### src/rtl/ddr_bank_pkg.sv
package ddr_bank_pkg;

    typedef enum logic [2:0] {
        CMD_NOP  = 3'd0,
        CMD_PRE  = 3'd1,
        CMD_PREA = 3'd2,
        CMD_ACT  = 3'd3,
        CMD_RD   = 3'd4,
        CMD_WR   = 3'd5,
        CMD_REF  = 3'd6,
        CMD_ZQ   = 3'd7
    } cmd_e;

    typedef enum logic [1:0] {
        ERR_NONE      = 2'd0,
        ERR_NOT_OPEN  = 2'd1,
        ERR_WR_RECOV  = 2'd2,
        ERR_ZQ_BUSY   = 2'd3
    } err_e;

    typedef enum logic [2:0] {
        OP_HOLD = 3'd0,
        OP_TICK = 3'd1,
        OP_PRE  = 3'd2,
        OP_ACT  = 3'd3,
        OP_RD   = 3'd4,
        OP_WR   = 3'd5,
        OP_ZQ   = 3'd6
    } bank_op_e;

    localparam int HIST_W      = 3;
    localparam int PRE_ALL_BIT = 6;

    localparam logic [HIST_W-1:0] HIST_PRE   = 3'b110;
    localparam logic [HIST_W-1:0] HIST_ACT   = 3'b001;
    localparam logic [HIST_W-1:0] HIST_READY = 3'b111;
    localparam logic [HIST_W-1:0] HIST_IDLE  = 3'b000;

endpackage

### src/rtl/ddr_bank_cmd_decode.sv
module ddr_bank_cmd_decode
    import ddr_bank_pkg::*;
#(
    parameter int NUM_BANKS = 8,
    parameter int ADDR_W    = 16,
    localparam int BANK_W   = $clog2(NUM_BANKS)
) (
    input  logic [2:0]        cmd_in,
    input  logic [BANK_W-1:0] bank_in,
    input  logic [ADDR_W-1:0] addr_in,
    output bank_op_e          ops [NUM_BANKS]
);

    cmd_e cmd;
    assign cmd = cmd_e'(cmd_in);

    always_comb begin
        for (int b = 0; b < NUM_BANKS; b++) begin
            logic hit;
            hit = (bank_in == BANK_W'(b));
            case (cmd)
                CMD_NOP:  ops[b] = OP_TICK;
                CMD_PRE:  ops[b] = (addr_in[PRE_ALL_BIT] || hit) ? OP_PRE : OP_TICK;
                CMD_PREA: ops[b] = OP_PRE;
                CMD_ACT:  ops[b] = hit ? OP_ACT : OP_TICK;
                CMD_RD:   ops[b] = hit ? OP_RD  : OP_TICK;
                CMD_WR:   ops[b] = hit ? OP_WR  : OP_TICK;
                CMD_REF:  ops[b] = OP_HOLD;
                CMD_ZQ:   ops[b] = OP_ZQ;
                default:  ops[b] = OP_HOLD;
            endcase
        end
    end

endmodule

### src/rtl/ddr_bank_slice.sv
module ddr_bank_slice
    import ddr_bank_pkg::*;
#(
    parameter int ROW_W       = 15,
    parameter int WR_RECOVERY = 11,
    localparam int CNT_W      = $clog2(WR_RECOVERY)
) (
    input  logic             clk,
    input  logic             rst_n,
    input  bank_op_e         op,
    input  logic [ROW_W-1:0] row_in,
    output logic [ROW_W-1:0] row_q,
    output logic             ready,
    output logic             blocked,
    output err_e             viol
);

    localparam logic [CNT_W-1:0] CNT_LOAD = CNT_W'(WR_RECOVERY - 1);

    typedef struct packed {
        logic [HIST_W-1:0] hist;
        logic [ROW_W-1:0]  row;
        logic [CNT_W-1:0]  cnt;
    } slice_t;

    slice_t s_d, s_q;
    err_e   viol_d;

    function automatic logic [HIST_W-1:0] tick_hist(input logic [HIST_W-1:0] h);
        logic [HIST_W-1:0] sh;
        sh    = {h[HIST_W-2:0], 1'b0};
        sh[0] = sh[1];
        return sh;
    endfunction

    always_comb begin
        s_d    = s_q;
        viol_d = ERR_NONE;
        s_d.cnt = (s_q.cnt != '0) ? s_q.cnt - CNT_W'(1) : '0;
        case (op)
            OP_TICK: s_d.hist = tick_hist(s_q.hist);
            OP_PRE:  s_d.hist = HIST_PRE;
            OP_ACT: begin
                if (s_q.cnt != '0) viol_d = ERR_WR_RECOV;
                s_d.hist = HIST_ACT;
                s_d.row  = row_in;
            end
            OP_RD: begin
                if (s_q.hist != HIST_READY) viol_d = ERR_NOT_OPEN;
                else if (s_q.cnt != '0)     viol_d = ERR_WR_RECOV;
            end
            OP_WR: begin
                if (s_q.hist != HIST_READY) viol_d = ERR_NOT_OPEN;
                s_d.cnt = CNT_LOAD;
            end
            OP_ZQ: begin
                if (s_q.hist != HIST_IDLE) viol_d = ERR_ZQ_BUSY;
            end
            default: ;
        endcase
    end

    always_ff @(posedge clk) begin
        if (!rst_n) begin
            s_q <= '0;
        end else begin
            s_q <= s_d;
        end
    end

    assign row_q   = s_q.row;
    assign ready   = (s_q.hist == HIST_READY);
    assign blocked = (s_q.cnt != '0);
    assign viol    = viol_d;

endmodule

### src/rtl/ddr_bank_err_sel.sv
module ddr_bank_err_sel
    import ddr_bank_pkg::*;
#(
    parameter int NUM_BANKS = 8,
    localparam int BANK_W   = $clog2(NUM_BANKS)
) (
    input  logic              clk,
    input  logic              rst_n,
    input  err_e              viol [NUM_BANKS],
    output logic              err_pulse,
    output logic [BANK_W-1:0] err_bank,
    output logic [1:0]        err_code
);

    typedef struct packed {
        logic              pulse;
        logic [BANK_W-1:0] bank;
        err_e              code;
    } report_t;

    report_t r_d, r_q;

    always_comb begin
        r_d = '{pulse: 1'b0, bank: '0, code: ERR_NONE};
        for (int b = 0; b < NUM_BANKS; b++) begin
            if (!r_d.pulse && viol[b] != ERR_NONE) begin
                r_d.pulse = 1'b1;
                r_d.bank  = BANK_W'(b);
                r_d.code  = viol[b];
            end
        end
    end

    always_ff @(posedge clk) begin
        if (!rst_n) begin
            r_q <= '{pulse: 1'b0, bank: '0, code: ERR_NONE};
        end else begin
            r_q <= r_d;
        end
    end

    assign err_pulse = r_q.pulse;
    assign err_bank  = r_q.bank;
    assign err_code  = r_q.code;

endmodule

### src/rtl/ddr_bank_tracker.sv
module ddr_bank_tracker
    import ddr_bank_pkg::*;
#(
    parameter int NUM_BANKS   = 8,
    parameter int ADDR_W      = 16,
    parameter int ROW_W       = 15,
    parameter int WR_RECOVERY = 11,
    localparam int BANK_W     = $clog2(NUM_BANKS)
) (
    input  logic                       clk,
    input  logic                       rst_n,
    input  logic [2:0]                 cmd_in,
    input  logic [BANK_W-1:0]          bank_in,
    input  logic [ADDR_W-1:0]          addr_in,
    output logic [NUM_BANKS*ROW_W-1:0] open_row,
    output logic [NUM_BANKS-1:0]       col_ready,
    output logic [NUM_BANKS-1:0]       act_blocked,
    output logic                       err_pulse,
    output logic [BANK_W-1:0]          err_bank,
    output logic [1:0]                 err_code
);

    bank_op_e ops  [NUM_BANKS];
    err_e     viol [NUM_BANKS];

    ddr_bank_cmd_decode #(
        .NUM_BANKS (NUM_BANKS),
        .ADDR_W    (ADDR_W)
    ) u_decode (
        .cmd_in  (cmd_in),
        .bank_in (bank_in),
        .addr_in (addr_in),
        .ops     (ops)
    );

    for (genvar b = 0; b < NUM_BANKS; b++) begin : g_bank
        ddr_bank_slice #(
            .ROW_W       (ROW_W),
            .WR_RECOVERY (WR_RECOVERY)
        ) u_slice (
            .clk     (clk),
            .rst_n   (rst_n),
            .op      (ops[b]),
            .row_in  (addr_in[ROW_W-1:0]),
            .row_q   (open_row[b*ROW_W +: ROW_W]),
            .ready   (col_ready[b]),
            .blocked (act_blocked[b]),
            .viol    (viol[b])
        );
    end

    ddr_bank_err_sel #(
        .NUM_BANKS (NUM_BANKS)
    ) u_err (
        .clk       (clk),
        .rst_n     (rst_n),
        .viol      (viol),
        .err_pulse (err_pulse),
        .err_bank  (err_bank),
        .err_code  (err_code)
    );

endmodule

### config.mk
export PLATFORM = sky130hd
export DESIGN_NAME = ddr_bank_tracker
export DESIGN_NICKNAME = d
export VERILOG_FILES = /design/src/rtl/ddr_bank_pkg.sv /design/src/rtl/ddr_bank_cmd_decode.sv /design/src/rtl/ddr_bank_slice.sv /design/src/rtl/ddr_bank_err_sel.sv /design/src/rtl/ddr_bank_tracker.sv
export SDC_FILE = /design/constraint.sdc
export NUM_CORES = 1
export LEC_CHECK = 0
export ABC_AREA = 1
export BUFFER_PORTS_ARGS = -buffer_cell sky130_fd_sc_hd__buf_4
export CORE_MARGIN = 5
export CORE_UTILIZATION = 60
export DETAILED_ROUTE_END_ITERATION = 8
export PLACE_DENSITY = 0.95
export SETUP_SLACK_MARGIN = 0.3
export SLEW_MARGIN = 30
export SYNTH_ARGS = -nofsm -noshare
export SYNTH_HDL_FRONTEND = slang
export SYNTH_SLANG_ARGS = --single-unit
export TNS_END_PERCENT = 100
### constraint.sdc
create_clock -name clk -period 4 [get_ports clk]
set_clock_uncertainty 0.15 [all_clocks]
set_input_delay 1 -clock clk [delete_from_list [all_inputs] [get_ports clk]]
set_output_delay 1 -clock clk [all_outputs]
set_load 0.005 [all_outputs]
==> results.rst, run 1 <==
.. list-table::
   :header-rows: 1

   * - Metric
     - Value
   * - Post-route met1 wirelength
     - 9320 µm
   * - CTS Hold Buffers Added
     - 0
   * - Setup repair bufs after CTS
     - 0
   * - Worst rel slew slack
     - 41.1%
   * - I/O pin count
     - 166
   * - Count of unresolved DRC violations after routing
     - 0
   * - Layout Nets
     - 1238
   * - Clock period minus final worst setup slack
     - 2920 ps
   * - Setup CP Type
     - primary input to flop
   * - Number of filler cells placed in the layout
     - 1142
   * - Power per Cell Area
     - 468 nW/µm²
   * - Post-Synthesis Net Count
     - approximately 1200
   * - Later-pin clock latency in the skew report
     - 430 ps
   * - Maximum fanout encountered on the critical timing path
     - 11
   * - Critical Path RT
     - 4180 ps
   * - CTS H-tree lvls
     - 4
   * - Met3 wirelength from detailed routing
     - 1760 µm
   * - Distinct cells, synth
     - 38
   * - Sort of element at the start of the critical path
     - primary input
   * - # diodes
     - 0
   * - Via count of the routed design
     - between 7000 and 8000
   * - YS warnings
     - 0
   * - Capturing element type of the critical path
     - flop
   * - P_leak
     - ~4.5 nW
   * - Via count of the first global-routing pass
     - about 6900
   * - Maximum root-to-sink buffer count
     - 2
   * - Global-route wire length before repair
     - 34900 µm
   * - Placement Rows
     - 43
   * - Hold Crit Class
     - flop to flop
   * - Height of the die
     - between 100 and 150 µm
   * - Number of antenna-violating nets in the routed design
     - 0
   * - Number of max-cap violations
     - 0
   * - GR Util All Layers
     - 26.1%
   * - Global route overflow
     - 0
   * - Average instance area after synthesis
     - 7.12 µm²
   * - Synth Register Bits
     - 182
   * - Number of endpoints with negative hold slack in the final report
     - 0
   * - Post-Synthesis Cell Area
     - 8620 µm²
   * - Post-synth ARST share
     - 0%
   * - Effective utilization at floorplan
     - 61.6%
   * - Placement Cell Area
     - 8920 µm²
   * - Post-DP HPWL
     - 15500 µm
   * - Number of antenna violations at the first check in global routing
     - 0
   * - Horizontal die dimension
     - 130 µm
   * - Setup TNS Final
     - 0 ps
   * - Final Cell Area
     - 9520 µm²
   * - Finish-stage setup viols
     - 0
   * - Root buffer cell
     - sky130_fd_sc_hd__clkbuf_16
   * - Number of resized instances in the post-cts repair step
     - 0
   * - First-iteration detailed-routing DRC count
     - about 830
   * - Core area
     - 14000 µm²
   * - Most used flip-flop cell after synthesis
     - sky130_fd_sc_hd__dfxtp_1
   * - Setup repair after global routing missed its margin
     - false
   * - Status
     - finished, final reports clean
   * - Wire length on met2
     - 10800 µm
   * - First-pass DRT Iterations
     - 5
   * - Detailed-route vias per instance
     - 5.50
   * - Sequential area share after synthesis
     - between 40% and 50%
   * - Post-Route WL
     - 22700 µm
   * - Routed length per placed instance
     - ~16 µm
   * - CTS tree
     - done
   * - Input/output buffers
     - 164
   * - Data arrival time at the worst-slack endpoint
     - a little over 3000 ps
   * - CTS Buf Count
     - 17
   * - Top routing layer in use
     - met4
   * - Share of the cycle needed by the critical path after routing
     - 72.9%
   * - Maximum resistive drop on vdd
     - around 0.33 mV
   * - Fmax
     - between 300 and 400 MHz
   * - Final weighted congestion in routability-driven placement
     - 0.915
   * - DIE AREA
     - 16900 µm²
   * - Clock-pin transition on the worst setup and hold timing paths
     - approximately 70 ps
   * - Mapped Cells
     - 1210
   * - Max-slew violation total from the final report
     - 0
   * - Final core utilization
     - 68.0%
   * - Relative area change from synthesis to final layout
     - 10.4%
   * - Pin count of the biggest net entering global routing
     - 132
   * - Post-synth EDFFs
     - 0
   * - Share of final-layout standard cells stronger than drive strength 1
     - 19.3%
   * - Number of clock sinks
     - between 150 and 200
   * - Actual slew at the worst max-slew pin
     - 876 ps
cells by family after synthesis:
family / Yosys count / share of synthesized area [%]
buffers and inverters: 274 / 17.9
AO/OA/AOI/OAI: 247 / 15.0
flip-flops: 182 / 42.3
AND/OR/NAND/NOR: 507 / 24.8
metal layers:
| metal | GRT usage (%) | up-vias |
|---|---|---|
| li1 | - | 3768 |
| met1 | 33.3 | 3544 |
| met2 | 43.1 | 362 |
| met3 | 4.54 | 69 |
| met4 | 12.2 | 0 |
| met5 | 0 | - |
path summary, 6_finish.rpt:
kind | from | to | slack [ps] | cells past startpoint
max | cmd_in[1] | u_err.err_bank[2]$_SDFF_PN0_ | 1080 | 10
max reg2reg | g_bank[5].u_slice.s_q[20]$_SDFFE_PN0P_ | u_err.err_bank[2]$_SDFF_PN0_ | 1400 | 9
min reg2reg | g_bank[5].u_slice.s_q[0]$_SDFF_PP0_ | g_bank[5].u_slice.s_q[0]$_SDFF_PP0_ | 290 | 1
min | g_bank[5].u_slice.s_q[0]$_SDFF_PP0_ | g_bank[5].u_slice.s_q[0]$_SDFF_PP0_ | 290 | 1
through the flow:
stage / power (mW) / cells / setup slack [ps] / hold slack [ps]
after floorplan: 2.61 / 1210 / 1480 / 263
after global placement: 2.77 / 1375 / 857 / 275
after detailed placement: 2.80 / 1375 / 840 / 282
after CTS: 4.45 / 1407 / 1240 / 291
after global routing: 4.65 / 1407 / 884 / 309
final: 4.46 / 1407 / 1080 / 286
worst max-delay path: stages:
cell and delay, ps:
sky130_fd_sc_hd__buf_4 130, sky130_fd_sc_hd__inv_2 110, sky130_fd_sc_hd__nand3_1 330, sky130_fd_sc_hd__nor2_1 130, sky130_fd_sc_hd__nand2_1 90, sky130_fd_sc_hd__nand3b_1 130, sky130_fd_sc_hd__nor3_1 700, sky130_fd_sc_hd__a41oi_1 270
sky130_fd_sc_hd__nand2_1 140, sky130_fd_sc_hd__inv_1 60
Yosys cell counts (4+ instances only):
master	instances	area share (%)
sky130_fd_sc_hd__o21ai_0	144	8.4
sky130_fd_sc_hd__inv_1	75	3.3
sky130_fd_sc_hd__buf_4	136	12
sky130_fd_sc_hd__a31oi_1	8	0.58
sky130_fd_sc_hd__o211ai_1	4	0.35
sky130_fd_sc_hd__a21oi_1	71	4.1
sky130_fd_sc_hd__dfxtp_1	182	42
sky130_fd_sc_hd__nand3_1	48	2.8
sky130_fd_sc_hd__or2_2	6	0.44
sky130_fd_sc_hd__o21ai_1	9	0.52
sky130_fd_sc_hd__nor3_1	12	0.70
sky130_fd_sc_hd__inv_2	8	0.35
sky130_fd_sc_hd__nand2_1	109	4.7
sky130_fd_sc_hd__nor2_1	301	13
sky130_fd_sc_hd__nor2_2	6	0.44
sky130_fd_sc_hd__clkbuf_1	51	2.2
sky130_fd_sc_hd__nand4_1	5	0.36
flip-flops by register name, indices dropped and copies added, names as in the netlist:
| name | cells |
|---|---|
| g_bank.u_slice.row_q | 120 |
| g_bank.u_slice.s_q | 56 |
| u_err.err_bank | 3 |
| u_err.err_code | 2 |
| u_err.err_pulse | 1 |
cells in the final DEF, fill, tap and decap left out, types with 3 or more instances in the layout:
master,count
sky130_fd_sc_hd__o211ai_1,4
sky130_fd_sc_hd__nor2_2,6
sky130_fd_sc_hd__or2_2,6
sky130_fd_sc_hd__a221oi_1,3
sky130_fd_sc_hd__a31oi_1,8
sky130_fd_sc_hd__clkinv_1,3
sky130_fd_sc_hd__nand4_1,5
sky130_fd_sc_hd__buf_4,172
sky130_fd_sc_hd__dfxtp_1,182
sky130_fd_sc_hd__nor2_4,3
sky130_fd_sc_hd__nor3_1,12
sky130_fd_sc_hd__clkbuf_16,17
sky130_fd_sc_hd__o21ai_1,9
sky130_fd_sc_hd__nand3_1,48
sky130_fd_sc_hd__inv_6,6
sky130_fd_sc_hd__o31ai_1,3
sky130_fd_sc_hd__inv_1,75
sky130_fd_sc_hd__nand3_2,3
sky130_fd_sc_hd__nand2_1,109
sky130_fd_sc_hd__inv_2,8
sky130_fd_sc_hd__nor2_1,301
sky130_fd_sc_hd__o21ai_0,144
sky130_fd_sc_hd__a21oi_1,71
cell type report:
| cell class | instances | area [µm²] | share of cell area [%] |
|---|---|---|---|
| Tap cell | 180 | 225 | 2.37 |
| Clock buffer | 20 | 457 | 4.80 |
| Sequential cell | 182 | 3640 | 38.3 |
| Timing Repair Buffer | 173 | 1300 | 13.7 |
| Inverter | 86 | 323 | 3.39 |
| Clock inverter | 12 | 134 | 1.41 |
| Multi-Input combinational cell | 754 | 3430 | 36.1 |
where the power goes:
part / internal [mW] / switching [mW]
sequential: 1.93 / 0.0824
combinational: 0.299 / 0.460
clock: 0.917 / 0.765
total: 3.15 / 1.31
(Power assumes the default switching activity.)
==> run 2: changes to the inputs <==
ABC_AREA = 0   (was 1)
CORE_UTILIZATION = 56   (was 60)
PLACE_DENSITY = 0.89   (was 0.95)
clock period = 2.9 ns   (was 4 ns; I/O delays follow)
==> run 2 against run 1 <==
Area after synthesis increased by 3.0%. Wire length increased by 9.9%. First-iteration DRC count decreased by 29%. Clock power increased by 34%. Clock-buffer cell count decreased by 3. Sequential power increased by 32%. Sequential cell count unchanged. Critical path depth decreased by 2. Non-clock buffer count increased by 76. Worst hold slack improved by 19 ps. Critical endpoint is now u_err.err_code[1]$_SDFF_PN0_. Setup slack got worse by 740 ps. Power increased by 28%. Critical path type unchanged. Highest routed layer unchanged. Largest power group unchanged.
==> results.rst, run 2 <==
.. list-table::
   :header-rows: 1

   * - Metric
     - Value
   * - CTS Buf Count
     - 17 (unchanged)
   * - Count of cells along the worst register-to-register path
     - 8 (-1)
   * - P_leak
     - 4.27 nW (-5.4%)
   * - Detailed-route vias per instance
     - 5.69 (+3.4%)
   * - Leading cell types in the layout, fill and taps excluded
     - 269 x sky130_fd_sc_hd__nand2_1, 244 x sky130_fd_sc_hd__buf_4, 181 x sky130_fd_sc_hd__dfxtp_1, 153 x sky130_fd_sc_hd__a21oi_1, 78 x sky130_fd_sc_hd__nor2_1
   * - Cell seen most often among critical-path stages
     - sky130_fd_sc_hd__or4b_4
   * - Final Non-Filler Cells
     - 1437 (+2.1%)
   * - Post-Synthesis Net Count
     - 1174 (-4.9%)
   * - Via count of the first global-routing pass
     - 7660 (+10%)
   * - Leading post-synthesis cells by cell area
     - sky130_fd_sc_hd__dfxtp_1 41%, sky130_fd_sc_hd__buf_4 12%, sky130_fd_sc_hd__nand2_1 11%
   * - CP max stage cell
     - sky130_fd_sc_hd__or4b_4
   * - Synth Register Bits
     - 182 (unchanged)
   * - GR Util All Layers
     - 26.0% (-0.033 points)
   * - Setup WS post-layout
     - 340 ps (-744 ps)
   * - Post-place setup slack
     - -108 ps (-948 ps)
   * - Post-synth ARST share
     - 0% (unchanged)
   * - Average instance area after synthesis
     - 7.72 µm² (+8.4%)
   * - Height of the die
     - 136 µm (+4.7%)
   * - Worst setup slack for register-to-register paths
     - 350 ps (-1050 ps)
   * - Number of antenna violations at the first check in global routing
     - 0 (unchanged)
   * - Maximum resistive drop on vdd
     - 0.368 mV (+10%)
   * - Final weighted congestion in routability-driven placement
     - 0.983 (+7.4%)
   * - Number of filler cells placed in the layout
     - 1271 (+11%)
   * - CTS tree
     - done
   * - Hold Crit Class
     - flop to flop
   * - Fmax
     - 391 MHz
   * - Post-DP HPWL
     - 17800 µm (+15%)
   * - Pin count of the biggest net entering global routing
     - 67 (-49%)
   * - Number of max-cap violations
     - 0 (unchanged)
   * - Placement Cell Area
     - 9710 µm² (+8.8%)
   * - Data arrival time at the worst-slack endpoint
     - 2730 ps (-360 ps)
   * - Capturing element type of the critical path
     - flop
   * - Placement Rows
     - 46 (+7.0%)
   * - Number of endpoints with negative hold slack in the final report
     - 0 (unchanged)
   * - Critical Path Max Stage Delay
     - 510 ps (-190 ps)
   * - CTS H-tree lvls
     - 4 (unchanged)
   * - Routed length per placed instance
     - 17.4 µm (+7.6%)
   * - Maximum root-to-sink buffer count
     - 2 (unchanged)
   * - Status
     - finished, final reports clean
   * - Post-Route WL
     - 24900 µm (+9.9%)
   * - Leading cell type in the layout, fill and taps excluded
     - sky130_fd_sc_hd__nand2_1
   * - Horizontal die dimension
     - 136 µm (+4.7%)
   * - Post-synth EDFFs
     - 0 (unchanged)
   * - First-pass DRT Iterations
     - 5 (unchanged)
   * - I/O pin count
     - 166 (unchanged)
   * - Setup CP Type
     - primary input to flop
   * - # diodes
     - 0 (unchanged)
   * - Distinct cells, synth
     - 71 (+87%)
   * - Worst rel slew slack
     - 55.5% (+14 points)
   * - Later-pin clock latency in the skew report
     - 430 ps (about the same)
   * - First-iteration detailed-routing DRC count
     - 589 (-29%)
   * - Final core utilization
     - 66.2% (-1.8 points)
   * - Largest register FFs
     - 120 (unchanged)
   * - Clock period minus final worst setup slack
     - 2560 ps
   * - Actual slew at the worst max-slew pin
     - 668 ps (-208 ps)
   * - Critical Path RT
     - 3070 ps (-1110 ps)
   * - Sort of element at the start of the critical path
     - primary input
   * - Kind of cell adding the most delay to the critical path
     - simple AND/OR/NAND/NOR gates
   * - Post-layout total power
     - 5.70 mW (+28%)
   * - Worst Hold Launch
     - g_bank[1].u_slice.row_q[0]$_SDFFE_PN0N_
   * - Input/output buffers
     - 164 (unchanged)
   * - Sequential area share after synthesis
     - 41.0% (-1.2 points)
   * - Global route overflow
     - 0 (unchanged)
   * - Relative area change from synthesis to final layout
     - 17.1%
   * - Post-Synthesis Cell Area
     - 8880 µm² (+3.0%)
   * - Library cell with the highest instance count after synthesis
     - sky130_fd_sc_hd__nand2_1
   * - Instance count on the critical path
     - 8 (-2)
   * - Core area
     - 15700 µm² (+12%)
   * - Worst slack on hold paths
     - 305 ps (+19.3 ps)
   * - Area leader, netlist
     - sky130_fd_sc_hd__dfxtp_1
   * - Setup TNS Final
     - 0 ps (unchanged)
   * - Effective utilization at floorplan
     - 56.5% (-5.1 points)
   * - Synth cell count leaders
     - 269 x sky130_fd_sc_hd__nand2_1, 182 x sky130_fd_sc_hd__dfxtp_1, 155 x sky130_fd_sc_hd__a21oi_1, 140 x sky130_fd_sc_hd__buf_4, 78 x sky130_fd_sc_hd__nor2_1
   * - Number of antenna-violating nets in the routed design
     - 0 (unchanged)
   * - Buffers & Inverters on Critical Path
     - 1 (-2)
   * - Hold path endpoint
     - g_bank[1].u_slice.row_q[0]$_SDFFE_PN0N_
   * - Root buffer cell
     - sky130_fd_sc_hd__clkbuf_16
   * - Count of placed standard cells including taps
     - 1401 (+1.9%)
   * - Critical Path, Cell by Cell
     - buf_4 -> or4b_4 -> a21oi_2 -> or4b_4 -> o211a_2 -> nand2_1 -> o221ai_1 -> a31o_1
   * - CTS Hold Buffers Added
     - 0 (unchanged)
   * - Post-synth top area share
     - 41.0% (-1.2 points)
   * - Maximum fanout encountered on the critical timing path
     - 20 (+9)
   * - Number of clock sinks
     - 182 (unchanged)
   * - Setup repair after global routing missed its margin
     - false
   * - Worst flop-to-flop path startpoint
     - g_bank[3].u_slice.s_q[0]$_SDFF_PP0_
   * - Finish-stage setup viols
     - 0 (unchanged)
   * - Via count of the routed design
     - 8179 (+5.6%)
   * - Most used flip-flop cell after synthesis
     - sky130_fd_sc_hd__dfxtp_1
   * - Global-route wire length before repair
     - 38100 µm (+9.2%)
   * - YS warnings
     - 0 (unchanged)
   * - Layout Nets
     - 1232 (-0.48%)
   * - Mapped Cells
     - 1150 (-5.0%)
   * - Max-slew violation total from the final report
     - 0 (unchanged)
   * - Power per Cell Area
     - 548 nW/µm² (+17%)
   * - Worst hold path cell count
     - 2 (+1)
   * - Share of the cycle needed by the critical path after routing
     - about nine tenths
   * - Count of unresolved DRC violations after routing
     - 0 (unchanged)
   * - DIE AREA
     - 18500 µm² (+9.5%)
   * - Clock-pin transition on the worst setup and hold timing paths
     - 70 ps (about the same)
   * - Endpoint of the most critical register-to-register path
     - u_err.err_code[1]$_SDFF_PN0_
   * - Final Cell Area
     - 10400 µm² (+9.3%)
   * - Share of final-layout standard cells stronger than drive strength 1
     - 26.5% (+7.1 points)
[run 2: changes by cell type in the layout (fill, tap and decap cells not counted), moves of 62 or more]
| cell | previous run | this run |
|---|---|---|
| sky130_fd_sc_hd__o21ai_0 | 144 | 42 |
| sky130_fd_sc_hd__inv_1 | 75 | 13 |
| sky130_fd_sc_hd__nor2_1 | 301 | 78 |
| sky130_fd_sc_hd__buf_4 | 172 | 244 |
| sky130_fd_sc_hd__a21oi_1 | 71 | 153 |
| sky130_fd_sc_hd__nand2_1 | 109 | 269 |
[run 2: what timing repair did]
action | 4_1_cts | 5_1_grt
gates resized for setup | 0 | 16
setup endpoints to repair | 1 | 5
pin swaps | 1 | 3
buffers inserted | 1 | 3
[run 2: layer usage]
| metal | wire length [µm] | vias up | part of all wire [%] | GRT usage (%) |
|---|---|---|---|---|
| li1 | - | 3858 | - | - |
| met1 | 9770 | 3846 | 39 | 31.7 |
| met2 | 12100 | 382 | 49 | 44.0 |
| met3 | 1970 | 93 | 7.9 | 5.07 |
| met4 | 1080 | 0 | 4.3 | 13.0 |
| met5 | 0 | - | 0 | 0 |
[run 2: worst max-delay path by stage]
stage | from | to | slack, ps
floorplan | cmd_in[1] | u_err.err_code[1]$_SDFF_PN0_ | 100
global placement | cmd_in[1] | u_err.err_code[1]$_SDFF_PN0_ | -70
detailed placement | cmd_in[1] | u_err.err_code[1]$_SDFF_PN0_ | -110
CTS | cmd_in[1] | u_err.err_code[1]$_SDFF_PN0_ | 340
global route | cmd_in[1] | u_err.err_code[1]$_SDFF_PN0_ | 290
finish | cmd_in[1] | u_err.err_code[1]$_SDFF_PN0_ | 340
[run 2: final cells by class]
class / count / area, µm² / share of cell area (%)
Clock inverter: 15 / 156 / 1.50
Clock buffer: 17 / 425 / 4.09
Inverter: 16 / 76.3 / 0.734
Tap cell: 216 / 270 / 2.60
Timing Repair Buffer: 249 / 1930 / 18.6
Multi-Input combinational cell: 742 / 3890 / 37.5
Sequential cell: 182 / 3640 / 35.0
[run 2: logic make-up (layout without fill, tap and decap cells)]
family | after synthesis | in the layout | synth area share, %
compound gates | 267 | 267 | 17.5
xor+xnor | 1 | 1 | 0.0987
buf+inv | 226 | 297 | 16.1
flops | 182 | 182 | 41.0
mux | 18 | 18 | 2.03
simple gates | 456 | 456 | 23.2
[run 2: power by group]
part	switching [mW]	leakage (nW)	internal (mW)
Clock	1.09	0.272	1.15
Sequential	0.0713	1.47	2.59
Combinational	0.443	2.52	0.352
[run 2: tightest hold or removal path, delay by kind of cell (launching register included)]
family / cells / cell delay (ps)
flops: 1 / 310
compound gates: 1 / 50
simple gates: 1 / 50
==> run 3: changes to the inputs <==
CORE_UTILIZATION = 29   (was 56)
PLACE_DENSITY = 0.56   (was 0.89)
==> run 3 against run 2 <==
Global-route usage down 11 points. Utilization down 31 points. Clock power is 8% higher. Cell area rose by 1.7%. Non-clock buffer count down 4. Combinational power about the same. Sequential power hardly changed. Sequential cell count unchanged. Worst hold slack is essentially flat. Register-to-register slack improved by 100 ps. Highest routed layer unchanged.
==> results.rst, run 3 (synthesis gave the netlist of run 2 again) <==
.. list-table::
   :header-rows: 1

   * - Metric
     - Value
   * - Status
     - finished, final reports clean
   * - Leading cell type in the layout, fill and taps excluded
     - sky130_fd_sc_hd__nand2_1
   * - First-iteration detailed-routing DRC count
     - 388 (-34%)
   * - Critical Path RT
     - 3090 ps (+20 ps)
   * - Clock-pin transition on the worst setup and hold timing paths
     - 70 ps (about the same)
   * - Placement Rows
     - 64 (+39%)
   * - Capturing element type of the critical path
     - flop
   * - Leading cell types in the layout, fill and taps excluded
     - 269 x sky130_fd_sc_hd__nand2_1, 241 x sky130_fd_sc_hd__buf_4, 181 x sky130_fd_sc_hd__dfxtp_1, 152 x sky130_fd_sc_hd__a21oi_1, 78 x sky130_fd_sc_hd__nor2_1
   * - Met3 wirelength from detailed routing
     - 1580 µm (-20%)
   * - Later-pin clock latency in the skew report
     - 450 ps (+20 ps)
   * - Global-route wire length before repair
     - 41100 µm (+7.9%)
   * - DIE AREA
     - 34200 µm² (+85%)
   * - Count of unresolved DRC violations after routing
     - 0 (unchanged)
   * - Fmax
     - 395 MHz (+1.0%)
   * - Via count of the first global-routing pass
     - 7265 (-5.2%)
   * - Global route overflow
     - 0 (unchanged)
   * - Max-slew violation total from the final report
     - 0 (unchanged)
   * - Number of endpoints with negative hold slack in the final report
     - 0 (unchanged)
   * - Maximum resistive drop on vdd
     - 0.373 mV (+1.4%)
   * - Horizontal die dimension
     - 185 µm (+36%)
   * - Height of the die
     - 185 µm (+36%)
   * - Hold Crit Class
     - flop to flop
   * - Post-route met1 wirelength
     - 12100 µm (+24%)
   * - Final weighted congestion in routability-driven placement
     - 0.903 (-8.1%)
   * - GR Util All Layers
     - 15.4% (-11 points)
   * - Number of antenna-violating nets in the routed design
     - 0 (unchanged)
   * - Core area
     - 30400 µm² (+94%)
   * - Power per Cell Area
     - 557 nW/µm² (+1.5%)
   * - Post-DP HPWL
     - 19700 µm (+10%)
   * - Detailed-route vias per instance
     - 4.76 (-16%)
   * - Clock period minus final worst setup slack
     - 2530 ps (-25.7 ps)
   * - Finish-stage setup viols
     - 0 (unchanged)
   * - Setup repair after global routing missed its margin
     - false
   * - Final core utilization
     - 34.7% (-31 points)
   * - Worst rel slew slack
     - 52.4% (-3.1 points)
   * - Data arrival time at the worst-slack endpoint
     - 2720 ps (about the same)
   * - Relative area change from synthesis to final layout
     - 19.1%
   * - Wire length on met2
     - 12900 µm (+6.7%)
   * - I/O pin count
     - 166 (unchanged)
   * - Worst Hold Launch
     - g_bank[3].u_slice.row_q[4]$_SDFFE_PN0N_
   * - Via count of the routed design
     - 7684 (-6.1%)
   * - Post-Route WL
     - 27200 µm (+9.2%)
   * - Input/output buffers
     - 164 (unchanged)
   * - Worst setup slack for register-to-register paths
     - 450 ps (+100 ps)
   * - CTS Buf Count
     - 17 (unchanged)
   * - CTS H-tree lvls
     - 4 (unchanged)
   * - First-pass DRT Iterations
     - 7 (+2)
   * - Pin count of the biggest net entering global routing
     - 64 (-4.5%)
   * - # diodes
     - 0 (unchanged)
   * - Maximum root-to-sink buffer count
     - 2 (unchanged)
   * - Layout Nets
     - 1228 (-0.32%)
   * - Share of final-layout standard cells stronger than drive strength 1
     - 25.9% (-0.57 points)
   * - CTS tree
     - done
   * - Maximum fanout encountered on the critical timing path
     - 16 (-20%)
   * - Effective utilization at floorplan
     - 29.2% (-27 points)
   * - Worst slack on hold paths
     - 305 ps (-0.142 ps)
   * - Sort of element at the start of the critical path
     - primary input
   * - Number of clock sinks
     - 182 (unchanged)
   * - Routed length per placed instance
     - 16.9 µm (-2.7%)
   * - Setup TNS Final
     - 0 ps (unchanged)
   * - P_leak
     - 4.26 nW (-0.21%)
   * - Number of antenna violations at the first check in global routing
     - 0 (unchanged)
   * - Setup CP Type
     - primary input to flop
   * - Number of max-cap violations
     - 0 (unchanged)
   * - Top routing layer in use
     - met4
   * - Worst flop-to-flop path startpoint
     - g_bank[3].u_slice.s_q[0]$_SDFF_PP0_
   * - Largest register FFs
     - 120 (unchanged)
   * - Actual slew at the worst max-slew pin
     - 715 ps (+46.4 ps)
   * - Share of the cycle needed by the critical path after routing
     - 87.4% (-0.89 points)
   * - Root buffer cell
     - sky130_fd_sc_hd__clkbuf_16
   * - Origin of the worst setup path
     - cmd_in[1]
run 3: cell count changes in the layout (fill, tap and decap cells not counted), moves of 3 or more:
cell	before	now
sky130_fd_sc_hd__or4b_1	0	3
sky130_fd_sc_hd__or4b_4	3	0
sky130_fd_sc_hd__buf_4	244	241
sky130_fd_sc_hd__clkinvlp_4	4	1
run 3: worst paths after layout:
check,end,depth (start not counted)
worst max-delay path,u_err.err_code[1]$_SDFF_PN0_,10
worst min-delay path,g_bank[3].u_slice.row_q[4]$_SDFFE_PN0N_,2
worst max register to register,u_err.err_code[1]$_SDFF_PN0_,8
worst min register to register,g_bank[3].u_slice.row_q[4]$_SDFFE_PN0N_,2
run 3: power by group:
group | leakage, nW | total [mW] | switching, mW | internal [mW]
Combinational | 2.49 | 0.794 | 0.449 | 0.346
Sequential | 1.47 | 2.66 | 0.0684 | 2.59
Clock | 0.296 | 2.43 | 1.11 | 1.33
Total | 4.26 | 5.88 | 1.62 | 4.26
run 3: critical path, stage by stage:
cell and delay [ps]:
sky130_fd_sc_hd__buf_4 180, sky130_fd_sc_hd__buf_12 150, sky130_fd_sc_hd__or2_2 290, sky130_fd_sc_hd__nor3_2 120, sky130_fd_sc_hd__o221a_2 250, sky130_fd_sc_hd__buf_4 140
sky130_fd_sc_hd__nor2_1 50, sky130_fd_sc_hd__a2111oi_2 390, sky130_fd_sc_hd__o221ai_1 200, sky130_fd_sc_hd__a31o_1 210
run 3: what timing repair did:
item                       CTS  global route
hold buffers                 0             0
buffers inserted             1             1
pin swaps                    1             5
gates resized for setup      0            11
setup endpoints to repair    1             3
run 3: metal layers:
metal	up-vias	global-route usage, %
li1	3840	-
met1	3598	19.9
met2	206	25.3
met3	40	3.57
met4	0	5.23
met5	-	0
run 3: through the flow:
| stage | total power, mW | instances | instance area (µm²) | setup WS (ps) |
|---|---|---|---|---|
| after floorplan | 3.21 | 1150 | 8880 | 98.8 |
| after global placement | 3.49 | 1579 | 9910 | -66.4 |
| after detailed placement | 3.50 | 1579 | 9910 | -111 |
| after CTS | 5.95 | 1612 | 10500 | 339 |
| after global routing | 6.14 | 1613 | 10600 | 298 |
| final | 5.88 | 1613 | 10600 | 365 |
run 3: final cells by class:
cell class,instances,area [µm²]
fill,3219,19900
multi-input combinational,742,3860
sequential,182,3640
timing repair buffer,245,1890
tap,396,495
clock buffer,19,443
clock inverter,13,164
inverter,16,76.3
